<file path="config.mk">
export PLATFORM = sky130hd
export DESIGN_NAME = sar_serial_port
export DESIGN_NICKNAME = d
export VERILOG_FILES = /design/src/rtl/sar_port_pkg.sv /design/src/rtl/sar_in_sync.sv /design/src/rtl/sar_frame_ctrl.sv /design/src/rtl/sar_tx_shift.sv /design/src/rtl/sar_serial_port.sv
export SDC_FILE = /design/constraint.sdc
export NUM_CORES = 1
export LEC_CHECK = 0
export ABC_AREA = 1
export BUFFER_PORTS_ARGS = -buffer_cell sky130_fd_sc_hd__buf_2
export CELL_PAD_IN_SITES_DETAIL_PLACEMENT = 0
export CELL_PAD_IN_SITES_GLOBAL_PLACEMENT = 1
export CORE_ASPECT_RATIO = 0.8
export CORE_UTILIZATION = 46
export DETAILED_ROUTE_END_ITERATION = 12
export GPL_ROUTABILITY_DRIVEN = 1
export PLACE_DENSITY_LB_ADDON = 0.3
export RECOVER_POWER = 25
export SLEW_MARGIN = 20
export SYNTH_ARGS = -nofsm -noshare
export SYNTH_HDL_FRONTEND = slang
export SYNTH_HIERARCHICAL = 1
export SYNTH_SLANG_ARGS = --single-unit
</file>
<file path="constraint.sdc">
create_clock -name clk -period 3.05 [get_ports clk]
set_clock_uncertainty 0.2 [all_clocks]
set_input_delay 0.61 -clock clk [delete_from_list [all_inputs] [get_ports clk]]
set_output_delay 0.61 -clock clk [all_outputs]
set_load 0.005 [all_outputs]
</file>
<file path="src/rtl/sar_port_pkg.sv">
package sar_port_pkg;
   typedef enum logic [1:0] {
      M_ACQ  = 2'b00,
      M_CONV = 2'b01,
      M_CAL  = 2'b10
   } mode_e;
endpackage

</file>
<file path="src/rtl/sar_in_sync.sv">
module sar_in_sync #(
   parameter int   STAGES = 2,
   parameter logic INIT   = 1'b1
) (
   input  logic clk,
   input  logic rst_n,
   input  logic pin,
   output logic rise,
   output logic fall
);
   if (STAGES < 2) begin : g_bad_stages
      $error("sar_in_sync: STAGES must be at least 2");
   end

   // chain[STAGES-1] is the synchronized level, chain[STAGES] its previous value
   logic [STAGES:0] chain;

   always_ff @(posedge clk or negedge rst_n) begin
      if (!rst_n) chain <= {(STAGES+1){INIT}};
      else        chain <= {chain[STAGES-1:0], pin};
   end

   assign rise =  chain[STAGES-1] & ~chain[STAGES];
   assign fall = ~chain[STAGES-1] &  chain[STAGES];
endmodule

</file>
<file path="src/rtl/sar_frame_ctrl.sv">
module sar_frame_ctrl
   import sar_port_pkg::*;
#(
   parameter int DATA_W      = 14,
   parameter int CONV_EDGES  = 18,
   parameter int PWRUP_EDGES = 24,
   parameter int RUN_EDGES   = 64,
   localparam int CNT_W      = $clog2(RUN_EDGES + 1)
) (
   input  logic              clk,
   input  logic              rst_n,
   input  logic              cs_fall,
   input  logic              cs_rise,
   input  logic              sclk_fall,
   input  logic [DATA_W-1:0] core_code,
   output mode_e             mode_o,
   output logic              frame_o,
   output logic [CNT_W-1:0]  cnt_o,
   output logic [DATA_W-1:0] result_o,
   output logic              short_o
);
   localparam logic [DATA_W-1:0] NEG_FS = {1'b1, {(DATA_W-1){1'b0}}};
   localparam logic [DATA_W-1:0] POS_FS = {1'b0, {(DATA_W-1){1'b1}}};

   mode_e             mode_q;
   logic              frame_q, first_q, short_q;
   logic [CNT_W-1:0]  cnt_q, cnt_nxt;
   logic [DATA_W-1:0] samp_q, offset_q, result_q, corr;
   logic [DATA_W:0]   diff;
   logic              step, conv_hit, cal_hit;

   assign cnt_nxt = cnt_q + 1'b1;
   assign step    = frame_q && sclk_fall && (cnt_q != CNT_W'(RUN_EDGES));
   assign conv_hit = step && (cnt_nxt == CNT_W'(CONV_EDGES));
   assign cal_hit  = step && (first_q ? (cnt_nxt == CNT_W'(PWRUP_EDGES))
                                      : (cnt_nxt == CNT_W'(RUN_EDGES)));

   // sample minus offset, one extra bit, then clamp on overflow
   always_comb begin
      diff = {samp_q[DATA_W-1], samp_q} - {offset_q[DATA_W-1], offset_q};
      if (diff[DATA_W] != diff[DATA_W-1]) corr = diff[DATA_W] ? NEG_FS : POS_FS;
      else                                corr = diff[DATA_W-1:0];
   end

   always_ff @(posedge clk or negedge rst_n) begin
      if (!rst_n) begin
         mode_q   <= M_ACQ;
         frame_q  <= 1'b0;
         first_q  <= 1'b1;
         short_q  <= 1'b0;
         cnt_q    <= '0;
         samp_q   <= '0;
         offset_q <= '0;
         result_q <= '0;
      end else if (cs_fall && !frame_q) begin
         frame_q <= 1'b1;
         cnt_q   <= '0;
         samp_q  <= core_code;
         mode_q  <= M_CONV;
      end else if (cs_rise && frame_q) begin
         frame_q <= 1'b0;
         first_q <= 1'b0;
         short_q <= (cnt_q < CNT_W'(CONV_EDGES));
         mode_q  <= M_ACQ;
      end else if (step) begin
         cnt_q <= cnt_nxt;
         if (conv_hit) begin
            result_q <= corr;
            if (!first_q) mode_q <= M_ACQ;
         end
         if (cal_hit) begin
            offset_q <= core_code;
            mode_q   <= M_CAL;
         end
      end
   end

   assign mode_o   = mode_q;
   assign frame_o  = frame_q;
   assign cnt_o    = cnt_q;
   assign result_o = result_q;
   assign short_o  = short_q;
endmodule

</file>
<file path="src/rtl/sar_tx_shift.sv">
module sar_tx_shift #(
   parameter int DATA_W = 14,
   parameter int CNT_W  = 7
) (
   input  logic              clk,
   input  logic              rst_n,
   input  logic              cs_fall,
   input  logic              cs_rise,
   input  logic              sclk_rise,
   input  logic [CNT_W-1:0]  edge_cnt,
   input  logic [DATA_W-1:0] result,
   input  logic              short_flag,
   output logic              sdo,
   output logic              sdo_oe,
   output logic              data_bad
);
   logic              oe_q, sdo_q, bad_q;
   logic [DATA_W-1:0] tx_q;
   logic              in_word;

   assign in_word = (edge_cnt != '0) && (edge_cnt <= CNT_W'(DATA_W));

   always_ff @(posedge clk or negedge rst_n) begin
      if (!rst_n) begin
         oe_q  <= 1'b0;
         sdo_q <= 1'b0;
         bad_q <= 1'b0;
         tx_q  <= '0;
      end else if (cs_fall && !oe_q) begin
         oe_q  <= 1'b1;
         sdo_q <= 1'b0;
         bad_q <= short_flag;
         tx_q  <= result;
      end else if (cs_rise && oe_q) begin
         oe_q  <= 1'b0;
         sdo_q <= 1'b0;
         bad_q <= 1'b0;
      end else if (sclk_rise && oe_q) begin
         if (in_word) begin
            sdo_q <= tx_q[DATA_W-1];
            tx_q  <= {tx_q[DATA_W-2:0], 1'b0};
         end else begin
            sdo_q <= 1'b0;
         end
      end
   end

   assign sdo      = sdo_q;
   assign sdo_oe   = oe_q;
   assign data_bad = bad_q;
endmodule

</file>
<file path="src/rtl/sar_serial_port.sv">
module sar_serial_port
   import sar_port_pkg::*;
#(
   parameter int DATA_W      = 14,
   parameter int CONV_EDGES  = 18,
   parameter int PWRUP_EDGES = 24,
   parameter int RUN_EDGES   = 64,
   parameter int SYNC_STAGES = 2
) (
   input  logic              clk,
   input  logic              rst_n,
   input  logic              cs_n,
   input  logic              sclk,
   input  logic [DATA_W-1:0] core_code,
   output logic              sdo,
   output logic              sdo_oe,
   output logic              data_bad,
   output logic [1:0]        mode
);
   localparam int CNT_W = $clog2(RUN_EDGES + 1);

   if (DATA_W < 2)                 begin : g_bad_w    $error("DATA_W too small");            end
   if (CONV_EDGES <= DATA_W)       begin : g_bad_conv $error("CONV_EDGES must exceed DATA_W"); end
   if (PWRUP_EDGES <= CONV_EDGES)  begin : g_bad_pwr  $error("PWRUP_EDGES must exceed CONV_EDGES"); end
   if (RUN_EDGES <= PWRUP_EDGES)   begin : g_bad_run  $error("RUN_EDGES must exceed PWRUP_EDGES"); end

   logic              cs_rise, cs_fall, sclk_rise, sclk_fall;
   logic              frame_s, short_s;
   logic [CNT_W-1:0]  cnt_s;
   logic [DATA_W-1:0] result_s;
   mode_e             mode_s;

   sar_in_sync #(.STAGES(SYNC_STAGES), .INIT(1'b1)) u_cs_sync (
      .clk(clk), .rst_n(rst_n), .pin(cs_n), .rise(cs_rise), .fall(cs_fall));

   sar_in_sync #(.STAGES(SYNC_STAGES), .INIT(1'b1)) u_sclk_sync (
      .clk(clk), .rst_n(rst_n), .pin(sclk), .rise(sclk_rise), .fall(sclk_fall));

   sar_frame_ctrl #(
      .DATA_W(DATA_W), .CONV_EDGES(CONV_EDGES),
      .PWRUP_EDGES(PWRUP_EDGES), .RUN_EDGES(RUN_EDGES)
   ) u_ctrl (
      .clk(clk), .rst_n(rst_n), .cs_fall(cs_fall), .cs_rise(cs_rise),
      .sclk_fall(sclk_fall), .core_code(core_code), .mode_o(mode_s),
      .frame_o(frame_s), .cnt_o(cnt_s), .result_o(result_s), .short_o(short_s));

   sar_tx_shift #(.DATA_W(DATA_W), .CNT_W(CNT_W)) u_tx (
      .clk(clk), .rst_n(rst_n), .cs_fall(cs_fall), .cs_rise(cs_rise),
      .sclk_rise(sclk_rise), .edge_cnt(cnt_s), .result(result_s),
      .short_flag(short_s), .sdo(sdo), .sdo_oe(sdo_oe), .data_bad(data_bad));

   assign mode = mode_s;
endmodule

</file>
==> results.sh <==
export IMPL_status="finished, violations left"
export IMPL_violations="capacitance limit, slew limit"
export IMPL_pwr_share_clk=0.438
export IMPL_die_area_sq_um=9920
export IMPL_crit_start="u_ctrl/cnt_o[0]"
export IMPL_worstSetupPathType="reg -> reg"
export IMPL_antennaDiodeCount=0
export IMPL_hold_viol=0
export IMPL_critical_path_depth=10
export IMPL_syn_area_sq_um=4380
export IMPL_ys_types=36
export IMPL_worst_path_buf_inv=0
export IMPL_drtAntennaViolNets=0
export IMPL_synth_fa_ha_area_frac=0.0560
export IMPL_synthArstFlopShare=1.00
export IMPL_synth_edf_count=0
export IMPL_synth_ff_type="dfrtp_1"
export IMPL_slew_viol_final=78
export IMPL_cts_setup_buffers=0
export IMPL_drtIter0Drc=172
export IMPL_synth_warnings=6
export IMPL_hold_ws_ns=0.153
export IMPL_layout_drive_gt1_share=0.170
export IMPL_syn_to_final_growth_pct=12.0
export IMPL_rows=31
export IMPL_setup_viol=0
export IMPL_fill_cells=879
export IMPL_switching_share=0.274
export IMPL_rr_startpoint="u_ctrl/cnt_o[0]"
export IMPL_core_sq_um=9150
export IMPL_end_kind="flop"
export IMPL_post_place_ws_ns=0.507
export IMPL_clock_sinks=77
export IMPL_die_y_microns=89.3
export IMPL_crit_fanout=12
export IMPL_worstPathArrival_ns=2.56
export IMPL_antenna_found_initial=0
export IMPL_clkSlewWorstSetupHoldPaths_ns=0.06
export IMPL_syn_nets=594
export IMPL_routedWlPerCell_microns=12.8
export IMPL_rrSetupSlack_ns=0.49
export IMPL_muxShareOfSynthArea=0
export IMPL_p_comb_frac=0.169
export IMPL_yosys_area_share_simple=0.289
export IMPL_cts_resized=0
export IMPL_numCtsBuffers=9
export IMPL_ys_ff_latch=77
export IMPL_timing_rr_end="u_ctrl/result_o[0]"
export IMPL_cap_violations=1
export IMPL_crit_top_cell="nand2_1"
export IMPL_cts_root_buf="clkbuf_16"
export IMPL_cellPowerDensity_nw_per_um2=605
export IMPL_grt_pass1_vias=3251
export IMPL_max_slew_margin=-0.254
export IMPL_p_seq_frac=0.394
export IMPL_reg2reg_depth=10
export IMPL_hold_buffers=0
export IMPL_die_w_microns=111
export IMPL_setup_tns_ns=0
export IMPL_worst_pin_slew_ns=1.88
export IMPL_viasPerCell=4.85
export IMPL_clock_latency_ns=0.33
export IMPL_routabilityCongestion=0.866
export IMPL_synth_avg_cell_area_sq_um=7.86
export IMPL_drcViolationCount=0
export IMPL_cp_slowest_cell="dfrtp_1"
export IMPL_ios=23
export IMPL_htree_levels=3
export IMPL_grt_max_degree=78
export IMPL_dr_total_vias=3379
export IMPL_hpwl_microns=6450
export IMPL_cts_buffer_depth=2
export IMPL_p_leak_uw=0.00272
export IMPL_intPower_uw=2150
export IMPL_switching_power_uw=815
export IMPL_slowest_delay_ns=0.50
export IMPL_crit_required_ns=3.05
export IMPL_track_usage=0.201
export IMPL_grt_overflow=0
export IMPL_fmax_mhz=390
export IMPL_synth_compound_area_frac=0.0940
export IMPL_drt_total_wl_microns=8890
export IMPL_ir_worst_vdd_uv=367
export IMPL_setup_ws_ns=0.489
export IMPL_grt_pass1_wl_microns=15600
export IMPL_synthesis_instances=557
export IMPL_synth_xor_area_frac=0.0277
export IMPL_start_kind="flop"
export IMPL_port_buffers=22
export IMPL_firstDrtPassIters=4
export IMPL_path_cells="ha_1, nand2_1, nor2_1, nand2_1, xor2_1, nand2_1, nor2_2, nand2_2, nor2_4, a21oi_1"
export IMPL_post_route_period_util=0.840
export IMPL_synth_top_family_by_area="simple AND/OR/NAND/NOR gates"
export IMPL_finalCriticalPeriod_ns=2.56
export IMPL_hp_class="reg -> reg"
export IMPL_nets=614
export IMPL_cp_top_family="simple AND/OR/NAND/NOR gates"
export IMPL_initial_core_util=0.479
export IMPL_rsz0062_at_grt="false"
export IMPL_ys_seq_area_frac=0.442
export IMPL_crit_end="u_ctrl/result_o[0]"
export IMPL_cts_tree="built"
[placed cells by master (no fill, tap or decap), drive strengths merged]
master,synthesis,final
nand2,196,196
inv,77,77
dfrtp,70,70
nor2,48,48
o21ai,38,38
nand3,31,31
a21oi,25,25
buf,13,23
ha,18,18
clkbuf,2,11
nand4,8,8
xor2,7,7
dfstp,7,7
xnor2,6,6
bufinv,0,4
o22ai,4,4
nor3,3,3
clkinvlp,0,1
clkinv,0,1
nor3b,1,1
a31oi,1,1
o41ai,1,1
fa,1,1
[sequential cells by signal, summed over array words and instances, names as in the netlist]
register and flops:
u_ctrl/cnt_o 7, u_ctrl/short_o 1, u_tx/data_bad 1, u_tx/sdo_oe 1, u_cs_sync/chain 3, u_tx/sdo 1, u_ctrl/samp_q 14, u_ctrl/frame_o 1
u_ctrl/mode_o 2, u_ctrl/result_o 14, u_sclk_sync/chain 3, u_tx/tx_q 14, u_ctrl/offset_q 14, u_ctrl/first_q 1
[how the worst min path moves through the flow]
stage / slack, ns / cells after the start / endpoint / startpoint
after floorplan: 0.11 / 0 / u_ctrl/cnt_o[0] / rst_n
after global placement: 0.15 / 0 / u_sclk_sync/chain[1] / u_sclk_sync/chain[0]
after detailed placement: 0.15 / 0 / u_sclk_sync/chain[1] / u_sclk_sync/chain[0]
after CTS: 0.15 / 0 / u_sclk_sync/chain[1] / u_sclk_sync/chain[0]
after global routing: 0.15 / 0 / u_sclk_sync/chain[1] / u_sclk_sync/chain[0]
final: 0.15 / 0 / u_sclk_sync/chain[1] / u_sclk_sync/chain[0]
[final cells by class]
cell class,instances,area [sq um],share of cell area
multi-input combinational,388,2050,0.417
sequential,77,1940,0.395
inverter,77,289,0.0589
clock buffer,10,229,0.0467
tap,115,144,0.0293
clock inverter,6,136,0.0278
timing repair buffer,24,125,0.0255
[per-stage QoR]
step,util,total power (uW),instances,instance area [sq um]
2_1_floorplan,-,1550,557,4380
3_3_place_gp,0.496,1680,681,4540
3_5_place_dp,0.496,1690,681,4540
4_1_cts,0.536,3020,697,4910
5_1_grt,0.536,3130,697,4900
6_report,0.536,2970,697,4900
[routing by layer]
metal / GRT usage / routed length [microns] / vias up / part of all wire
li1: - / - / 1783 / -
met1: 0.291 / 4790 / 1529 / 0.54
met2: 0.302 / 3640 / 60 / 0.41
met3: 0.0427 / 351 / 7 / 0.039
met4: 0.0700 / 108 / 0 / 0.012
met5: 0 / 0 / - / 0
[synthesized netlist by cell type, drive strengths merged, types with 4 or more instances]
master | n | area (sq um)
o21ai | 38 | 209
nand3 | 31 | 173
nand2 | 196 | 801
buf | 13 | 103
xnor2 | 6 | 52.6
nand4 | 8 | 50.1
dfstp | 7 | 184
nor2 | 48 | 205
a21oi | 25 | 163
ha | 18 | 225
xor2 | 7 | 68.8
inv | 77 | 289
dfrtp | 70 | 1750
o22ai | 4 | 25.0
[power groups by stage]
| stage | clock network [uW] | logic [uW] | registers [uW] |
|---|---|---|---|
| finish | 1300 | 501 | 1170 |
| CTS | 1340 | 509 | 1170 |
| detailed placement | 0 | 504 | 1190 |
| global placement | 0 | 500 | 1180 |
| floorplan | 0 | 374 | 1170 |
| global route | 1370 | 580 | 1180 |
[kinds of logic (layout without fill, tap and decap cells)]
logic type / Yosys count / after routing
simple gates: 287 / 287
buf+inv: 92 / 117
xor+xnor: 13 / 13
fa+ha+maj: 19 / 19
flops: 77 / 77
compound gates: 69 / 69
(Power assumes the default switching activity.)
